`src/rtl/rdlat_pkg.sv`:
```
// Package: shared state encoding for the read-latency training sequencer.
// Assumes: nothing beyond IEEE 1800-2017.
package rdlat_pkg;

    typedef enum logic [2:0] {
        ST_IDLE  = 3'd0,
        ST_DLLW  = 3'd1,
        ST_ALRD  = 3'd2,
        ST_RSWR  = 3'd3,
        ST_WPAT  = 3'd4,
        ST_MEAS  = 3'd5,
        ST_DONE  = 3'd6,
        ST_FAIL  = 3'd7
    } trn_state_e;

endpackage

```
`src/rtl/rdlat_meter.sv`:
```
// Module: rdlat_meter
// Counts round-trip cycles after the training write/read and flags the first
// valid pattern match, or a timeout.
// Assumes: arm is high for one cycle (the write/read cycle), and measuring is
// high on the following cycles until the sequencer leaves measurement.
module rdlat_meter #(
    parameter int DATA_W  = 16,
    parameter int TIMEOUT = 64,
    parameter int BLANK   = 2,
    parameter logic [DATA_W-1:0] PATTERN = 16'hA5C3,
    localparam int LAT_W  = $clog2(TIMEOUT + 1)
) (
    input  logic              clk,
    input  logic              rst_n,
    input  logic              arm,
    input  logic              measuring,
    input  logic [DATA_W-1:0] rd_data,
    output logic              hit,
    output logic              expire,
    output logic [LAT_W-1:0]  count
);

    localparam logic [LAT_W-1:0] BLANK_C = LAT_W'(BLANK);
    localparam logic [LAT_W-1:0] LIMIT_C = LAT_W'(TIMEOUT);

    logic [LAT_W-1:0] cnt_q;

    // Round-trip counter: 1 in the first measuring cycle, saturating at TIMEOUT.
    always_ff @(posedge clk) begin
        if (!rst_n) begin
            cnt_q <= '0;
        end else if (arm) begin
            cnt_q <= LAT_W'(1);
        end else if (measuring && !hit && cnt_q < LIMIT_C) begin
            cnt_q <= cnt_q + LAT_W'(1);
        end
    end

    // Match detect: only past the blank window where data cannot be valid yet.
    always_comb begin
        hit    = measuring && (cnt_q > BLANK_C) && (rd_data == PATTERN);
        expire = measuring && !hit && (cnt_q >= LIMIT_C);
        count  = cnt_q;
    end


    cnt_window_chk: assert property (@(posedge clk) disable iff (!rst_n)
        measuring |-> (cnt_q >= LAT_W'(1) && cnt_q <= LIMIT_C));


    cnt_start_chk: assert property (@(posedge clk) disable iff (!rst_n)
        arm |=> (cnt_q == LAT_W'(1)));

endmodule

```
`src/rtl/rdlat_seq.sv`:
```
// Module: rdlat_seq
// Training state machine: DLL wait, pointer alignment and reset pulses,
// pattern write/read, measurement and result/offset registers.
// Assumes: TARGET_LAT < TIMEOUT, and the hit/expire inputs come from the meter.
module rdlat_seq
    import rdlat_pkg::*;
#(
    parameter int TIMEOUT    = 64,
    parameter int TARGET_LAT = 12,
    localparam int LAT_W     = $clog2(TIMEOUT + 1)
) (
    input  logic             clk,
    input  logic             rst_n,
    input  logic             start,
    input  logic             dll_locked,
    input  logic             hit,
    input  logic             expire,
    input  logic [LAT_W-1:0] count,
    output logic             own_io,
    output logic             arm,
    output logic             measuring,
    output logic             rd_ptr_align,
    output logic             wr_ptr_rst,
    output logic             adj_vld,
    output logic [LAT_W-1:0] adj_off,
    output logic             trn_done,
    output logic             trn_fail,
    output logic [LAT_W-1:0] trn_lat
);

    localparam logic [LAT_W-1:0] TARGET_C = LAT_W'(TARGET_LAT);

    trn_state_e       st_q, st_d;
    logic [LAT_W-1:0] lat_q, off_q;
    logic             adj_q;

    // Next-state decode for the training sequence.
    always_comb begin
        st_d = st_q;
        unique case (st_q)
            ST_IDLE, ST_DONE, ST_FAIL: if (start) st_d = ST_DLLW;
            ST_DLLW: if (dll_locked) st_d = ST_ALRD;
            ST_ALRD: st_d = ST_RSWR;
            ST_RSWR: st_d = ST_WPAT;
            ST_WPAT: st_d = ST_MEAS;
            ST_MEAS: begin
                if (hit)         st_d = (count > TARGET_C) ? ST_FAIL : ST_DONE;
                else if (expire) st_d = ST_FAIL;
            end
            default: st_d = ST_IDLE;
        endcase
    end

    // State register.
    always_ff @(posedge clk) begin
        if (!rst_n) st_q <= ST_IDLE;
        else        st_q <= st_d;
    end

    // Result registers: latency, offset and a one-cycle adjust strobe.
    always_ff @(posedge clk) begin
        if (!rst_n) begin
            lat_q <= '0;
            off_q <= '0;
            adj_q <= 1'b0;
        end else begin
            adj_q <= 1'b0;
            if (st_q != ST_MEAS && st_d == ST_DLLW) begin
                lat_q <= '0;
                off_q <= '0;
            end else if (st_q == ST_MEAS && hit) begin
                lat_q <= count;
                if (count <= TARGET_C) begin
                    off_q <= TARGET_C - count;
                    adj_q <= 1'b1;
                end
            end
        end
    end

    // Output decode from the registered state.
    always_comb begin
        own_io       = (st_q == ST_DLLW) || (st_q == ST_ALRD) || (st_q == ST_RSWR)
                    || (st_q == ST_WPAT) || (st_q == ST_MEAS);
        arm          = (st_q == ST_WPAT);
        measuring    = (st_q == ST_MEAS);
        rd_ptr_align = (st_q == ST_ALRD);
        wr_ptr_rst   = (st_q == ST_RSWR);
        trn_done     = (st_q == ST_DONE);
        trn_fail     = (st_q == ST_FAIL);
        adj_vld      = adj_q;
        adj_off      = off_q;
        trn_lat      = lat_q;
    end


    align_after_lock_chk: assert property (@(posedge clk) disable iff (!rst_n)
        rd_ptr_align |-> $past(dll_locked));


    wr_follows_rd_chk: assert property (@(posedge clk) disable iff (!rst_n)
        rd_ptr_align |=> wr_ptr_rst);


    wr_needs_rd_chk: assert property (@(posedge clk) disable iff (!rst_n)
        $rose(wr_ptr_rst) |-> $past(rd_ptr_align));


    adj_in_done_chk: assert property (@(posedge clk) disable iff (!rst_n)
        adj_vld |-> (trn_done && adj_off == TARGET_C - trn_lat));


    adj_single_chk: assert property (@(posedge clk) disable iff (!rst_n)
        adj_vld |=> !adj_vld);


    fail_no_adj_chk: assert property (@(posedge clk) disable iff (!rst_n)
        trn_fail |-> !adj_vld);


    one_status_chk: assert property (@(posedge clk) disable iff (!rst_n)
        $onehot0({own_io, trn_done, trn_fail}));

endmodule

```
`src/rtl/rdlat_iomux.sv`:
```
// Module: rdlat_iomux
// Selects the memory I/O lines: training values while training owns the I/O,
// otherwise the controller's lines, combinationally.
// Assumes: own_io is a registered decode, so the select is glitch-free per cycle.
module rdlat_iomux #(
    parameter int ADDR_W = 8,
    parameter int DATA_W = 16,
    parameter logic [ADDR_W-1:0] TRAIN_ADDR = 8'h5A,
    parameter logic [DATA_W-1:0] PATTERN    = 16'hA5C3
) (
    input  logic              own_io,
    input  logic              arm,
    input  logic [ADDR_W-1:0] ctl_addr,
    input  logic              ctl_wr,
    input  logic              ctl_rd,
    input  logic [DATA_W-1:0] ctl_wdata,
    output logic [ADDR_W-1:0] mem_addr,
    output logic              mem_wr,
    output logic              mem_rd,
    output logic [DATA_W-1:0] mem_wdata
);

    // Two-way select between training and controller sources.
    always_comb begin
        if (own_io) begin
            mem_addr  = TRAIN_ADDR;
            mem_wr    = arm;
            mem_rd    = arm;
            mem_wdata = PATTERN;
        end else begin
            mem_addr  = ctl_addr;
            mem_wr    = ctl_wr;
            mem_rd    = ctl_rd;
            mem_wdata = ctl_wdata;
        end
    end

endmodule

```
`src/rtl/rdlat_trainer.sv`:
```
// Module: rdlat_trainer (top)
// Start-up read-latency training for a source-synchronous SRAM read path:
// takes over the memory I/O, pauses the controller, sequences pointer
// alignment, measures round-trip latency and issues the pointer offset.
// Assumes: rd_data is already in the system clock domain; TARGET_LAT < TIMEOUT.
module rdlat_trainer #(
    parameter int ADDR_W     = 8,
    parameter int DATA_W     = 16,
    parameter int TIMEOUT    = 64,
    parameter int TARGET_LAT = 12,
    parameter int BLANK      = 2,
    parameter logic [ADDR_W-1:0] TRAIN_ADDR = 8'h5A,
    parameter logic [DATA_W-1:0] PATTERN    = 16'hA5C3,
    localparam int LAT_W     = $clog2(TIMEOUT + 1)
) (
    input  logic              clk,
    input  logic              rst_n,
    input  logic              start,
    input  logic              dll_locked,
    input  logic [ADDR_W-1:0] ctl_addr,
    input  logic              ctl_wr,
    input  logic              ctl_rd,
    input  logic [DATA_W-1:0] ctl_wdata,
    input  logic [DATA_W-1:0] rd_data,
    output logic [ADDR_W-1:0] mem_addr,
    output logic              mem_wr,
    output logic              mem_rd,
    output logic [DATA_W-1:0] mem_wdata,
    output logic              ctl_pause,
    output logic              rd_ptr_align,
    output logic              wr_ptr_rst,
    output logic              adj_vld,
    output logic [LAT_W-1:0]  adj_off,
    output logic              trn_busy,
    output logic              trn_done,
    output logic              trn_fail,
    output logic [LAT_W-1:0]  trn_lat
);

    logic             own_io, arm, measuring, hit, expire;
    logic [LAT_W-1:0] count;

    rdlat_meter #(
        .DATA_W(DATA_W), .TIMEOUT(TIMEOUT), .BLANK(BLANK), .PATTERN(PATTERN)
    ) u_meter (
        .clk(clk), .rst_n(rst_n), .arm(arm), .measuring(measuring),
        .rd_data(rd_data), .hit(hit), .expire(expire), .count(count)
    );

    rdlat_seq #(
        .TIMEOUT(TIMEOUT), .TARGET_LAT(TARGET_LAT)
    ) u_seq (
        .clk(clk), .rst_n(rst_n), .start(start), .dll_locked(dll_locked),
        .hit(hit), .expire(expire), .count(count),
        .own_io(own_io), .arm(arm), .measuring(measuring),
        .rd_ptr_align(rd_ptr_align), .wr_ptr_rst(wr_ptr_rst),
        .adj_vld(adj_vld), .adj_off(adj_off),
        .trn_done(trn_done), .trn_fail(trn_fail), .trn_lat(trn_lat)
    );

    rdlat_iomux #(
        .ADDR_W(ADDR_W), .DATA_W(DATA_W), .TRAIN_ADDR(TRAIN_ADDR), .PATTERN(PATTERN)
    ) u_iomux (
        .own_io(own_io), .arm(arm),
        .ctl_addr(ctl_addr), .ctl_wr(ctl_wr), .ctl_rd(ctl_rd), .ctl_wdata(ctl_wdata),
        .mem_addr(mem_addr), .mem_wr(mem_wr), .mem_rd(mem_rd), .mem_wdata(mem_wdata)
    );

    // Status and pause follow I/O ownership.
    always_comb begin
        ctl_pause = own_io;
        trn_busy  = own_io;
    end


    passthru_chk: assert property (@(posedge clk) disable iff (!rst_n)
        !ctl_pause |-> (mem_addr == ctl_addr && mem_wr == ctl_wr && mem_rd == ctl_rd));


    train_addr_chk: assert property (@(posedge clk) disable iff (!rst_n)
        ctl_pause |-> (mem_addr == TRAIN_ADDR));


    pattern_cmd_chk: assert property (@(posedge clk) disable iff (!rst_n)
        (ctl_pause && mem_wr) |-> (mem_rd && mem_wdata == PATTERN));


    single_cmd_chk: assert property (@(posedge clk) disable iff (!rst_n)
        (ctl_pause && mem_wr) |=> !mem_wr);

endmodule

```
`config.mk`:
```
export PLATFORM = sky130hd
export DESIGN_NAME = rdlat_trainer
export DESIGN_NICKNAME = d
export VERILOG_FILES = /design/src/rtl/rdlat_pkg.sv /design/src/rtl/rdlat_meter.sv /design/src/rtl/rdlat_seq.sv /design/src/rtl/rdlat_iomux.sv /design/src/rtl/rdlat_trainer.sv
export SDC_FILE = /design/constraint.sdc
export NUM_CORES = 1
export LEC_CHECK = 0
export BUFFER_PORTS_ARGS = -buffer_cell sky130_fd_sc_hd__clkbuf_2
export CORE_MARGIN = 4
export CORE_UTILIZATION = 30
export CTS_CLUSTER_SIZE = 12
export DETAILED_ROUTE_END_ITERATION = 7
export SLEW_MARGIN = 30
export SYNTH_ARGS = -nofsm -noshare
export SYNTH_HDL_FRONTEND = slang
export SYNTH_SLANG_ARGS = --single-unit
```
`constraint.sdc`:
```
create_clock -name clk -period 3.68 [get_ports clk]
set_input_delay 0.184 -clock clk [delete_from_list [all_inputs] [get_ports clk]]
set_output_delay 0.184 -clock clk [all_outputs]
set_load 0.1 [all_outputs]
```
==> results.sh <==
export IMPL_synthTopCellsByArea="dfxtp_1 (32%), nor2b_1 (6.4%), nor2_1 (5.1%)"
export IMPL_drt_pass1_iter_count=4
export IMPL_cellPowerDensity_nw_per_um2=491
export IMPL_first_global_vias=1563
export IMPL_fin_crit_ns=2.47
export IMPL_place_congestion=0.745
export IMPL_wl_um=4460
export IMPL_slowest_delay_ns=0.64
export IMPL_synthTopCellsByCount="dfxtp_1 (25), nor2_1 (21), nand2_1 (19)"
export IMPL_rows=25
export IMPL_dpl_instance_area_um2=2050
export IMPL_drv_slew=0
export IMPL_start_util_pct=32.0
export IMPL_numCtsBuffers=3
export IMPL_cp_end_kind="flop"
export IMPL_wl_met1_um=1990
export IMPL_core_um2=4880
export IMPL_maxCapViolations=0
export IMPL_antenna_cells=0
export IMPL_clk_latency_ns=0.26
export IMPL_utilization_pct=43.0
export IMPL_irDropWorstVdd_uv=269
export IMPL_setup_viol=0
export IMPL_area_growth_pct=34.5
export IMPL_critPathRequiredTime_ns=3.86
export IMPL_p_leak_uw=0.000955
export IMPL_yosys_area_top_type="dfxtp_1"
export IMPL_avgViaCountPerCell=4.83
export IMPL_top_layer="met4"
export IMPL_grt_pass1_wl_um=7000
export IMPL_cts_hold_buffers=0
export IMPL_final_setup_skew_ns=0.00272
export IMPL_worst_slack_ns=1.21
export IMPL_worstSetupStartpointType="flop"
export IMPL_antenna_found_initial=0
export IMPL_syn_area_per_cell_um2=7.84
export IMPL_hold_class="primary input to flop"
export IMPL_fp_dieH_um=80.1
export IMPL_route_vias_total=1690
export IMPL_ys_seq_area_share_pct=32.1
export IMPL_drive_above_1_share_pct=39.6
export IMPL_ff_latch_area_um2=500
export IMPL_period_share_pct=67.1
export IMPL_postCtsSetupBuffers=0
export IMPL_synth_main_ff_cell="dfxtp_1"
export IMPL_htree_num_levels=1
export IMPL_rsz0062_at_grt="no"
export IMPL_synth_top_cell_area_share_pct=32.1
export IMPL_die_w_um=80.1
export IMPL_wl_met2_um=2150
export IMPL_fin_setup_tns_ns=0
export IMPL_path_clk_slew_ns=0.08
export IMPL_critPathKind="flop to flop"
export IMPL_cts_path_max_buffers=2
export IMPL_drc=0
export IMPL_grt_overflow=0
export IMPL_wl_per_cell_um=12.7
export IMPL_met3_length_um=272
export IMPL_fmaxAchievable_ghz=0.405
export IMPL_mappedNetlistArea_um2=1560
export IMPL_ys_ff_latch=25
export IMPL_crit_chain="and3b_1, and3_1, and3b_1, o41ai_4, buf_4, nor4bb_1"
export IMPL_multi_input_comb_area_um2=982
export IMPL_cpMostUsedCell="and3b_1"
export IMPL_post_route_cell_area_um2=2100
export IMPL_fin_nets=333
export IMPL_grt_total_usage_pct=13.2
export IMPL_postRouteAntennaNets=0
export IMPL_cp_max_fo=18
export IMPL_cts_repair_resized=0
export IMPL_drtIter0Drc=100
export IMPL_pre_cts_ws_ns=1.26
export IMPL_cp_arrival_ns=2.65
export IMPL_cts_sinks=25
export IMPL_die_area_um2=6420
export IMPL_synth_most_common_cell="dfxtp_1"
export IMPL_cts_tree="built"
export IMPL_syn_num_nets=248
export IMPL_ys_warn_count=0
export IMPL_portBuffers=92
export IMPL_root_buffer="clkbuf_8"
export IMPL_io_pins=93
export IMPL_synth_edf_count=0
export IMPL_fill_cells=514
export IMPL_grt_max_degree=27
export IMPL_hold_violations=0
export IMPL_synth_cells=199
export IMPL_slowest_stage="dfxtp_1"
export IMPL_worst_slew_pin_slew_ns=0.765
export IMPL_slew_headroom_pct=48.6
export IMPL_async_flop_share_pct=0
export IMPL_status="complete, no violations"
export IMPL_synthDistinctLibCells=43
export IMPL_dp_final_hpwl_um=3460
[area by class of cell]
class	instances	area share [%]
Clock buffer	4	2.15
Inverter	3	0.537
Multi-Input combinational cell	157	46.8
Sequential cell	25	23.9
Tap cell	67	4.00
Timing Repair Buffer	94	22.7
[worst paths after layout]
path              cells past startpoint             start  slack (ns)               end
setup / recovery                      6     u_seq.st_q[2]        1.21  u_seq.adj_off[2]
hold / removal                        2             start        0.24     u_seq.st_q[2]
setup reg to reg                      6     u_seq.st_q[2]        1.21  u_seq.adj_off[2]
hold reg to reg                       2  u_seq.adj_off[6]        0.46  u_seq.adj_off[6]
[power breakdown]
group	total [uW]	leakage (uW)	switching, uW	internal, uW
combinational	580	0.000731	479	100
clock	159	0.0000228	81.8	77.3
sequential	291	0.000202	16.3	275
[registers in the layout (all words and copies together) (netlist names)]
register	count
u_seq.st_q	3
u_meter.count	7
u_seq.trn_lat	7
u_seq.adj_vld	1
u_seq.adj_off	7
[per-layer routing]
layer	vias up	GRT usage [%]
met4	0	3.04
li1	873	-
met5	-	0
met2	50	24.4
met1	762	15.9
met3	5	1.91
[metrics by stage]
step	hold slack, ns	power, uW	cells
6_report	0.239	1030	350
5_1_grt	0.239	1070	350
4_1_cts	0.228	1040	350
3_5_place_dp	0.446	880	346
3_3_place_gp	0.438	877	346
2_1_floorplan	0.331	794	199
[placed cells by master (no fill, tap or decap), drive strengths merged, types with 2 or more instances in the layout]
master,count
nor3,3
and3b,2
and3,4
a22o,2
mux2i,5
nand3,8
o31ai,4
inv,3
dfxtp,25
clkbuf,96
or4,4
or2,12
nand2,19
nor2b,16
a21oi,15
ha,3
nor3b,3
a21o,3
o21ai,5
xor2,2
buf,2
nor4bb,2
a31oi,5
nand2b,2
nor2,21
nand3b,3
[cell families after synthesis]
group | Yosys count | share of synthesized area (%)
adder cells (fa/ha/maj) | 3 | 2.41
XOR/XNOR | 3 | 1.68
multiplexers | 5 | 3.21
AND/OR/NAND/NOR | 106 | 38.3
AO/OA/AOI/OAI | 40 | 17.3
flip-flops | 25 | 32.1
buffers and inverters | 17 | 4.97
[critical path, delay by kind of cell (launching register included)]
kind | cells | cell delay, ns
buffers and inverters | 1 | 0.22
DFF | 1 | 0.64
and+or+nand+nor | 4 | 1.37
AOI/OAI and AO/OA | 1 | 0.15
Note: power is estimated with default switching activity, not from simulation.
